<file path="config.mk">
export PLATFORM = sky130hd
export DESIGN_NAME = sio_core
export DESIGN_NICKNAME = d
export VERILOG_FILES = /design/src/rtl/sio_pkg.sv /design/src/rtl/sio_baud.sv /design/src/rtl/sio_fifo.sv /design/src/rtl/sio_rx.sv /design/src/rtl/sio_tx.sv /design/src/rtl/sio_core.sv
export SDC_FILE = /design/constraint.sdc
export NUM_CORES = 1
export LEC_CHECK = 0
export ABC_AREA = 0
export CAP_MARGIN = 15
export CORE_ASPECT_RATIO = 0.8
export CORE_MARGIN = 1.5
export CORE_UTILIZATION = 56
export CTS_CLUSTER_DIAMETER = 100
export DETAILED_ROUTE_END_ITERATION = 16
export PLACE_DENSITY_LB_ADDON = 0.12
export SYNTH_ARGS = -nofsm -noshare
export SYNTH_HDL_FRONTEND = slang
export SYNTH_SLANG_ARGS = --single-unit
</file>
<file path="constraint.sdc">
create_clock -name clk -period 3 [get_ports clk]
set_input_delay 0.6 -clock clk [delete_from_list [all_inputs] [get_ports clk]]
set_output_delay 0.6 -clock clk [all_outputs]
set_load 0.03 [all_outputs]
</file>
<file path="src/rtl/sio_pkg.sv">
package sio_pkg;

   localparam int unsigned OSR = 16;

   typedef struct packed {
      logic       ferr;
      logic       perr;
      logic [7:0] data;
   } rx_word_t;

   typedef enum logic [2:0] {
      ST_IDLE,
      ST_START,
      ST_DATA,
      ST_PAR,
      ST_STOP
   } ser_state_t;

   // field width in bits from the length code
   function automatic logic [3:0] field_bits(input logic [1:0] code);
      case (code)
         2'd0:    return 4'd6;
         2'd1:    return 4'd7;
         default: return 4'd8;
      endcase
   endfunction

   // last tick index of the stop interval on transmit
   function automatic logic [4:0] stop_last(input logic [1:0] code);
      case (code)
         2'd0:    return 5'd15;
         2'd1:    return 5'd23;
         default: return 5'd31;
      endcase
   endfunction

endpackage

</file>
<file path="src/rtl/sio_baud.sv">
module sio_baud #(
   parameter int unsigned DIV_FAST = 163
) (
   input  logic       clk,
   input  logic       rst_n,
   input  logic [1:0] rate,
   output logic       tick
);
   localparam int unsigned MAX_DIV = DIV_FAST * 8;
   localparam int unsigned CW      = $clog2(MAX_DIV + 1);

   if (DIV_FAST < 1) begin : g_bad_div
      $error("sio_baud: DIV_FAST must be at least 1");
   end

   logic [CW-1:0] cnt;
   logic [CW-1:0] lim;

   always_comb begin
      lim  = CW'((DIV_FAST << (32'd3 - 32'(rate))) - 1);
      tick = (cnt >= lim);
   end

   always_ff @(posedge clk or negedge rst_n) begin
      if (!rst_n)    cnt <= '0;
      else if (tick) cnt <= '0;
      else           cnt <= cnt + 1'b1;
   end
endmodule

</file>
<file path="src/rtl/sio_fifo.sv">
module sio_fifo #(
   parameter int unsigned DW    = 8,
   parameter int unsigned DEPTH = 16
) (
   input  logic          clk,
   input  logic          rst_n,
   input  logic          push,
   input  logic [DW-1:0] din,
   input  logic          pop,
   output logic [DW-1:0] dout,
   output logic          full,
   output logic          empty
);
   localparam int unsigned AW = $clog2(DEPTH);

   if (DEPTH < 2 || (DEPTH & (DEPTH - 1)) != 0) begin : g_bad_depth
      $error("sio_fifo: DEPTH must be a power of two, at least 2");
   end

   logic [DW-1:0] mem [DEPTH];
   logic [AW:0]   wp, rp;
   logic          do_push, do_pop;

   always_comb begin
      empty   = (wp == rp);
      full    = (wp[AW] != rp[AW]) && (wp[AW-1:0] == rp[AW-1:0]);
      do_push = push && !full;
      do_pop  = pop && !empty;
      dout    = mem[rp[AW-1:0]];
   end

   always_ff @(posedge clk or negedge rst_n) begin
      if (!rst_n) begin
         wp <= '0;
         rp <= '0;
      end else begin
         if (do_push) wp <= wp + 1'b1;
         if (do_pop)  rp <= rp + 1'b1;
      end
   end

   always_ff @(posedge clk) begin
      if (do_push) mem[wp[AW-1:0]] <= din;
   end
endmodule

</file>
<file path="src/rtl/sio_rx.sv">
module sio_rx
   import sio_pkg::*;
#(
   parameter int unsigned SYNC_STAGES = 2
) (
   input  logic       clk,
   input  logic       rst_n,
   input  logic       tick,
   input  logic       rx_line,
   input  logic [1:0] cfg_len,
   input  logic       cfg_par_en,
   input  logic       cfg_par_odd,
   output logic       word_valid,
   output rx_word_t   word
);
   if (SYNC_STAGES < 2) begin : g_bad_sync
      $error("sio_rx: SYNC_STAGES must be at least 2");
   end

   // input synchroniser chain
   logic [SYNC_STAGES:0] chain;
   assign chain[0] = rx_line;
   for (genvar g = 0; g < SYNC_STAGES; g++) begin : g_sync
      always_ff @(posedge clk or negedge rst_n) begin
         if (!rst_n) chain[g+1] <= 1'b1;
         else        chain[g+1] <= chain[g];
      end
   end

   logic       rx_s;
   assign rx_s = chain[SYNC_STAGES];

   ser_state_t st;
   logic [3:0] tcnt, bidx, nbits;
   logic       pen, podd, par_acc, perr_r;
   logic [7:0] sr;

   always_ff @(posedge clk or negedge rst_n) begin
      if (!rst_n) begin
         st         <= ST_IDLE;
         tcnt       <= '0;
         bidx       <= '0;
         nbits      <= 4'd8;
         pen        <= 1'b0;
         podd       <= 1'b0;
         par_acc    <= 1'b0;
         perr_r     <= 1'b0;
         sr         <= '0;
         word_valid <= 1'b0;
         word       <= '0;
      end else begin
         word_valid <= 1'b0;
         case (st)
            ST_IDLE: begin
               if (!rx_s) begin
                  st    <= ST_START;
                  tcnt  <= '0;
                  nbits <= field_bits(cfg_len);
                  pen   <= cfg_par_en;
                  podd  <= cfg_par_odd;
               end
            end
            ST_START: if (tick) begin
               if (tcnt == 4'd7) begin
                  tcnt    <= '0;
                  bidx    <= '0;
                  par_acc <= 1'b0;
                  perr_r  <= 1'b0;
                  sr      <= '0;
                  st      <= rx_s ? ST_IDLE : ST_DATA;
               end else begin
                  tcnt <= tcnt + 1'b1;
               end
            end
            ST_DATA: if (tick) begin
               if (tcnt == 4'd15) begin
                  tcnt    <= '0;
                  sr      <= {rx_s, sr[7:1]};
                  par_acc <= par_acc ^ rx_s;
                  if (bidx == nbits - 4'd1) st <= pen ? ST_PAR : ST_STOP;
                  else                      bidx <= bidx + 1'b1;
               end else begin
                  tcnt <= tcnt + 1'b1;
               end
            end
            ST_PAR: if (tick) begin
               if (tcnt == 4'd15) begin
                  tcnt   <= '0;
                  perr_r <= rx_s ^ par_acc ^ podd;
                  st     <= ST_STOP;
               end else begin
                  tcnt <= tcnt + 1'b1;
               end
            end
            ST_STOP: if (tick) begin
               if (tcnt == 4'd15) begin
                  tcnt       <= '0;
                  word_valid <= 1'b1;
                  word.data  <= sr >> (4'd8 - nbits);
                  word.ferr  <= !rx_s;
                  word.perr  <= pen && perr_r;
                  st         <= ST_IDLE;
               end else begin
                  tcnt <= tcnt + 1'b1;
               end
            end
            default: st <= ST_IDLE;
         endcase
      end
   end
endmodule

</file>
<file path="src/rtl/sio_tx.sv">
module sio_tx
   import sio_pkg::*;
(
   input  logic       clk,
   input  logic       rst_n,
   input  logic       tick,
   input  logic [1:0] cfg_len,
   input  logic       cfg_par_en,
   input  logic       cfg_par_odd,
   input  logic [1:0] cfg_stop,
   input  logic       q_empty,
   input  logic [7:0] q_data,
   output logic       q_pop,
   output logic       tx_line
);
   ser_state_t st;
   logic [4:0] tcnt, slast;
   logic [3:0] bidx, nbits;
   logic       pen, podd, par_acc;
   logic [7:0] sr;
   logic       load;

   // a new frame starts on a tick, from idle or right at the end of a stop
   always_comb begin
      load  = tick && !q_empty &&
              (st == ST_IDLE || (st == ST_STOP && tcnt == slast));
      q_pop = load;
   end

   always_ff @(posedge clk or negedge rst_n) begin
      if (!rst_n) begin
         st      <= ST_IDLE;
         tcnt    <= '0;
         slast   <= 5'd15;
         bidx    <= '0;
         nbits   <= 4'd8;
         pen     <= 1'b0;
         podd    <= 1'b0;
         par_acc <= 1'b0;
         sr      <= '0;
         tx_line <= 1'b1;
      end else if (load) begin
         st      <= ST_START;
         tcnt    <= '0;
         bidx    <= '0;
         sr      <= q_data;
         nbits   <= field_bits(cfg_len);
         slast   <= stop_last(cfg_stop);
         pen     <= cfg_par_en;
         podd    <= cfg_par_odd;
         par_acc <= 1'b0;
         tx_line <= 1'b0;
      end else if (tick) begin
         case (st)
            ST_IDLE: tx_line <= 1'b1;
            ST_START: begin
               if (tcnt == 5'd15) begin
                  tcnt    <= '0;
                  st      <= ST_DATA;
                  tx_line <= sr[0];
               end else begin
                  tcnt <= tcnt + 1'b1;
               end
            end
            ST_DATA: begin
               if (tcnt == 5'd15) begin
                  tcnt    <= '0;
                  par_acc <= par_acc ^ sr[0];
                  sr      <= sr >> 1;
                  if (bidx == nbits - 4'd1) begin
                     if (pen) begin
                        st      <= ST_PAR;
                        tx_line <= par_acc ^ sr[0] ^ podd;
                     end else begin
                        st      <= ST_STOP;
                        tx_line <= 1'b1;
                     end
                  end else begin
                     bidx    <= bidx + 1'b1;
                     tx_line <= sr[1];
                  end
               end else begin
                  tcnt <= tcnt + 1'b1;
               end
            end
            ST_PAR: begin
               if (tcnt == 5'd15) begin
                  tcnt    <= '0;
                  st      <= ST_STOP;
                  tx_line <= 1'b1;
               end else begin
                  tcnt <= tcnt + 1'b1;
               end
            end
            ST_STOP: begin
               if (tcnt == slast) begin
                  tcnt <= '0;
                  st   <= ST_IDLE;
               end else begin
                  tcnt <= tcnt + 1'b1;
               end
            end
            default: st <= ST_IDLE;
         endcase
      end
   end
endmodule

</file>
<file path="src/rtl/sio_core.sv">
module sio_core
   import sio_pkg::*;
#(
   parameter int unsigned DIV_FAST    = 163,
   parameter int unsigned TX_DEPTH    = 16,
   parameter int unsigned RX_DEPTH    = 16,
   parameter int unsigned SYNC_STAGES = 2
) (
   input  logic       clk,
   input  logic       rst_n,
   input  logic [1:0] cfg_rate,
   input  logic [1:0] cfg_len,
   input  logic       cfg_par_en,
   input  logic       cfg_par_odd,
   input  logic [1:0] cfg_stop,
   input  logic       tx_push,
   input  logic [7:0] tx_data,
   output logic       tx_full,
   output logic       tx_empty,
   output logic       tx_line,
   input  logic       rx_line,
   input  logic       rx_pop,
   output logic [7:0] rx_data,
   output logic       rx_perr,
   output logic       rx_ferr,
   output logic       rx_empty,
   output logic       rx_full,
   output logic       rx_done,
   output logic       rx_overrun
);
   localparam int unsigned RXW = $bits(rx_word_t);

   logic       tick;
   logic       txq_pop;
   logic [7:0] txq_data;
   logic       rxw_valid;
   rx_word_t   rxw, rxq_head;

   sio_baud #(.DIV_FAST(DIV_FAST)) u_baud (
      .clk(clk), .rst_n(rst_n), .rate(cfg_rate), .tick(tick)
   );

   sio_fifo #(.DW(8), .DEPTH(TX_DEPTH)) u_txq (
      .clk(clk), .rst_n(rst_n), .push(tx_push), .din(tx_data),
      .pop(txq_pop), .dout(txq_data), .full(tx_full), .empty(tx_empty)
   );

   sio_tx u_tx (
      .clk(clk), .rst_n(rst_n), .tick(tick), .cfg_len(cfg_len),
      .cfg_par_en(cfg_par_en), .cfg_par_odd(cfg_par_odd), .cfg_stop(cfg_stop),
      .q_empty(tx_empty), .q_data(txq_data), .q_pop(txq_pop), .tx_line(tx_line)
   );

   sio_rx #(.SYNC_STAGES(SYNC_STAGES)) u_rx (
      .clk(clk), .rst_n(rst_n), .tick(tick), .rx_line(rx_line),
      .cfg_len(cfg_len), .cfg_par_en(cfg_par_en), .cfg_par_odd(cfg_par_odd),
      .word_valid(rxw_valid), .word(rxw)
   );

   always_comb begin
      rx_done    = rxw_valid && !rx_full;
      rx_overrun = rxw_valid && rx_full;
   end

   logic [RXW-1:0] rxq_dout;

   sio_fifo #(.DW(RXW), .DEPTH(RX_DEPTH)) u_rxq (
      .clk(clk), .rst_n(rst_n), .push(rx_done), .din(rxw),
      .pop(rx_pop), .dout(rxq_dout), .full(rx_full), .empty(rx_empty)
   );

   always_comb begin
      rxq_head = rx_word_t'(rxq_dout);
      rx_data  = rxq_head.data;
      rx_perr  = rxq_head.perr;
      rx_ferr  = rxq_head.ferr;
   end
endmodule

</file>
==> key figures <==
Status
  – Status: complete, but fails checks
  – Failing checks: setup timing

Synth
  – EDFF count, synth: 288
  – Synth area leaders: edfxtp_1, dfrtp_1, mux4_2
  – Avg Inst Size Synth: 16.1 µm²
  – Most common library cells after synthesis: edfxtp_1, dfrtp_1, mux4_2
  – Area leader, netlist: edfxtp_1
  – Syn nets: 1090
  – Synthesized instance count: 1036
  – Synthesized area: 16700 µm²
  – Post-synthesis sequential area ratio: 66.8%
  – Most common cell in the netlist: edfxtp_1
  – Post-synth ARST share: 25.6%
  – Flops & latches, synth: 387
  – Cell variety after synth: 70
  – Share of the synthesized area in the top cell type: 51.9%
  – Yosys Warn Count: 0
  – Top_reg_cell synth: edfxtp_1

Floorplan
  – I/O pins: 38
  – Die Y-Extent: 157 µm
  – Die span in x: 196 µm
  – # rows: 56
  – Initial Utilization: 56.9%
  – Die ar.: 30800 µm²
  – Core area: 29300 µm²

Power and ir drop
  – Maximum VDD drop: 0.000713 V
  – Cell Pwr Density: 737 nW/µm²
  – Leakage dissipation: 7.05 nW

Clocking
  – H-Tree Depth: 2
  – CTS sink cnt: 387
  – Max Root-Sink Buffers: 3
  – Worst-Skew Late Latency: 0.54 ns
  – TritonCTS clock tree: built
  – Number of buffers inserted during clock tree synthesis: 39
  – Clock tree root buffer cell: clkbuf_16
  – Clock transition at the registers of the reported paths: 0.06 ns

Cells and area
  – Layout cells sized above 1: 25.1%
  – Synth-to-layout area growth: 16.6%
  – Net total in the final layout: 1214
  – Final Util: 66.4%
  – Diodes inserted: 0

Worst setup path
  – Critical path's slowest cell: dfrtp_4
  – Endpoint class of the critical path: primary output
  – R2R cell count: 10
  – Worst path required time: 2.40 ns
  – CP dominant cell by count: mux4_2
  – Flop-to-flop setup slack: 0.15 ns
  – Critical path class: reg2out
  – CP max stage delay: 0.56 ns
  – Worst Path Arrival: 2.46 ns
  – CP Launch Type: flip-flop
  – Worst Path Max Fanout: 16
  – R2R Path Start: u_rxq.rp[0]$_DFFE_PN0P_
  – R2r endpoint: u_rxq.mem[4][4]$_DFFE_PP_
  – Worst-path cell chain: buf_4 > mux4_2 > mux4_2 > buf_6

Global route
  – Antenna violations before repair: 0
  – Largest net degree at the start of global routing: 54
  – Vias in the first global route: 9134
  – GRT Overall Usage: 23.2%
  – GRT overflow: 0
  – First-pass GRT wire length: 53.5 mm

STA
  – Setup TNS: -0.262 ns
  – Slew Limit Fails: 0
  – Hold Vio Cnt, Final: 0
  – Relative slew margins: 18.2%
  – RSZ-0062 raised after global routing: true
  – Final period utilization: 102%
  – Final setup fails: 8
  – Worst slew pin tran: 1.22 ns
  – Fin crit period: 3.06 ns
  – Worst Slack Setup Final: -0.0625 ns
  – Final Skew: 0.0257 ns
  – Achievable Freq: 327 MHz

Hold path
  – Tightest Hold Check Type: in2async

Job
  – Max-cap viol count: 0

Routing
  – Post-route ant nets: 0
  – First-pass iteration count of the detailed router: 5
  – Initial DRC count: 1010
  – Routed vias: 9296
  – Drt wl/cell: 22.1 µm
  – Total Routed Length: 34.5 mm
  – Vias/cell: 5.96
  – Drc violations: 0

Place
  – Detailed placer's ending HPWL: 21.5 mm
  – PortBufs: 37
  – Placer Congestion: 0.803
==> worst max path at each step <==
stage                                  startpoint                        end
final                     u_rxq.rp[1]$_DFFE_PN0P_                 rx_data[7]
after global routing      u_rxq.rp[0]$_DFFE_PN0P_                    rx_perr
after CTS                 u_rxq.rp[0]$_DFFE_PN0P_                 rx_data[7]
after detailed placement              cfg_rate[0]   u_tx.tcnt[3]$_DFFE_PN0P_
after global placement                cfg_rate[0]   u_tx.tcnt[3]$_DFFE_PN0P_
after floorplan           u_rxq.rp[0]$_DFFE_PN0P_  u_rxq.mem[4][0]$_DFFE_PP_
==> through the flow <==
step	std cells	area [µm²]	hold WS (ns)	total power, mW	setup slack, ns
after floorplan	1036	16700	0.304	8.48	0.241
after global placement	1477	17900	0.348	9.31	-0.261
after detailed placement	1477	17900	0.358	9.36	-0.327
after CTS	1555	19400	0.128	14.4	-0.171
after global routing	1560	19400	0.154	15.0	-0.124
final	1560	19400	0.105	14.3	-0.0625
==> flip-flops by register name (all words and copies together) (netlist names), 5 cells and up <==
name,cells
u_rxq.mem,160
u_txq.mem,128
u_baud.cnt,11
u_rx.word,10
u_rx.sr,8
u_tx.sr,8
u_rxq.rp,5
u_rxq.wp,5
u_tx.tcnt,5
u_txq.rp,5
u_txq.wp,5
==> report_power, final <==
group          leakage [nW]  internal, mW  switching (mW)  total, mW
logic                  2.71          1.58            1.54       3.12
clock network         0.578          2.67            1.96       4.63
registers              3.76          6.16           0.408       6.57
total                  7.05          10.4            3.90       14.3
==> kinds of logic (layout without fill, tap and decap cells) <==
family                   count (synthesis)  count (layout)  synth area share (%)
XOR/XNOR                                54              54                  2.96
AND/OR/NAND/NOR                        224             224                  6.60
AO/OA/AOI/OAI                          119             119                  4.68
flip-flops                             387             387                  66.8
adder cells (fa/ha/maj)                 33              33                  2.48
multiplexers                           129             129                  14.1
buffers and inverters                   90             237                  2.36
==> metal layers <==
metal	GRT usage, %	vias up	routed length [µm]
met3	4.35	49	2380
met1	35.8	4753	16200
met5	0	-	0
met2	34.5	272	15400
met4	5.35	0	515
li1	-	4222	-
==> layout make-up <==
class | instances | area [µm²]
well taps | 377 | 472
clock buffers | 50 | 1030
multi-input cells | 559 | 5200
fillers | 1970 | 9850
flip-flops and latches | 387 | 11100
repair buffers | 135 | 1290
inverters | 38 | 143
clock inverters | 14 | 165
==> worst max-delay path: cells and delay by family, from the launching register on <==
family	cells	cell delay (ns)
flops	1	0.56
mux	2	0.89
buf+inv	2	0.47
==> cells in the final DEF (no fill, tap or decap), types with 14 or more instances in the layout <==
| cell | Yosys | layout |
|---|---|---|
| a21oi_1 | 29 | 29 |
| xor2_1 | 19 | 19 |
| dfrtp_1 | 93 | 90 |
| buf_6 | 2 | 18 |
| mux4_2 | 83 | 83 |
| edfxtp_1 | 288 | 288 |
| xnor2_1 | 33 | 33 |
| ha_1 | 33 | 33 |
| mux2_2 | 22 | 22 |
| nor3_1 | 19 | 14 |
| nand3_1 | 19 | 19 |
| clkdlybuf4s50_1 | 0 | 20 |
| buf_4 | 5 | 84 |
| nand2_1 | 62 | 62 |
| o21ai_0 | 39 | 39 |
| clkbuf_16 | 0 | 39 |
| mux2i_1 | 23 | 23 |
| nand4_1 | 14 | 14 |
| inv_1 | 38 | 38 |
| nor2_1 | 60 | 59 |
==> timing repair <==
action | in CTS | in global routing
setup endpoints to repair | 13 | 12
cloned | 3 | 0
hold endpoints to repair | 0 | 0
buffers inserted | 11 | 4
hold buffers | 0 | 0
pin swaps | 0 | 0
resized for setup | 47 | 11
Power figures use the tool's default switching activity.
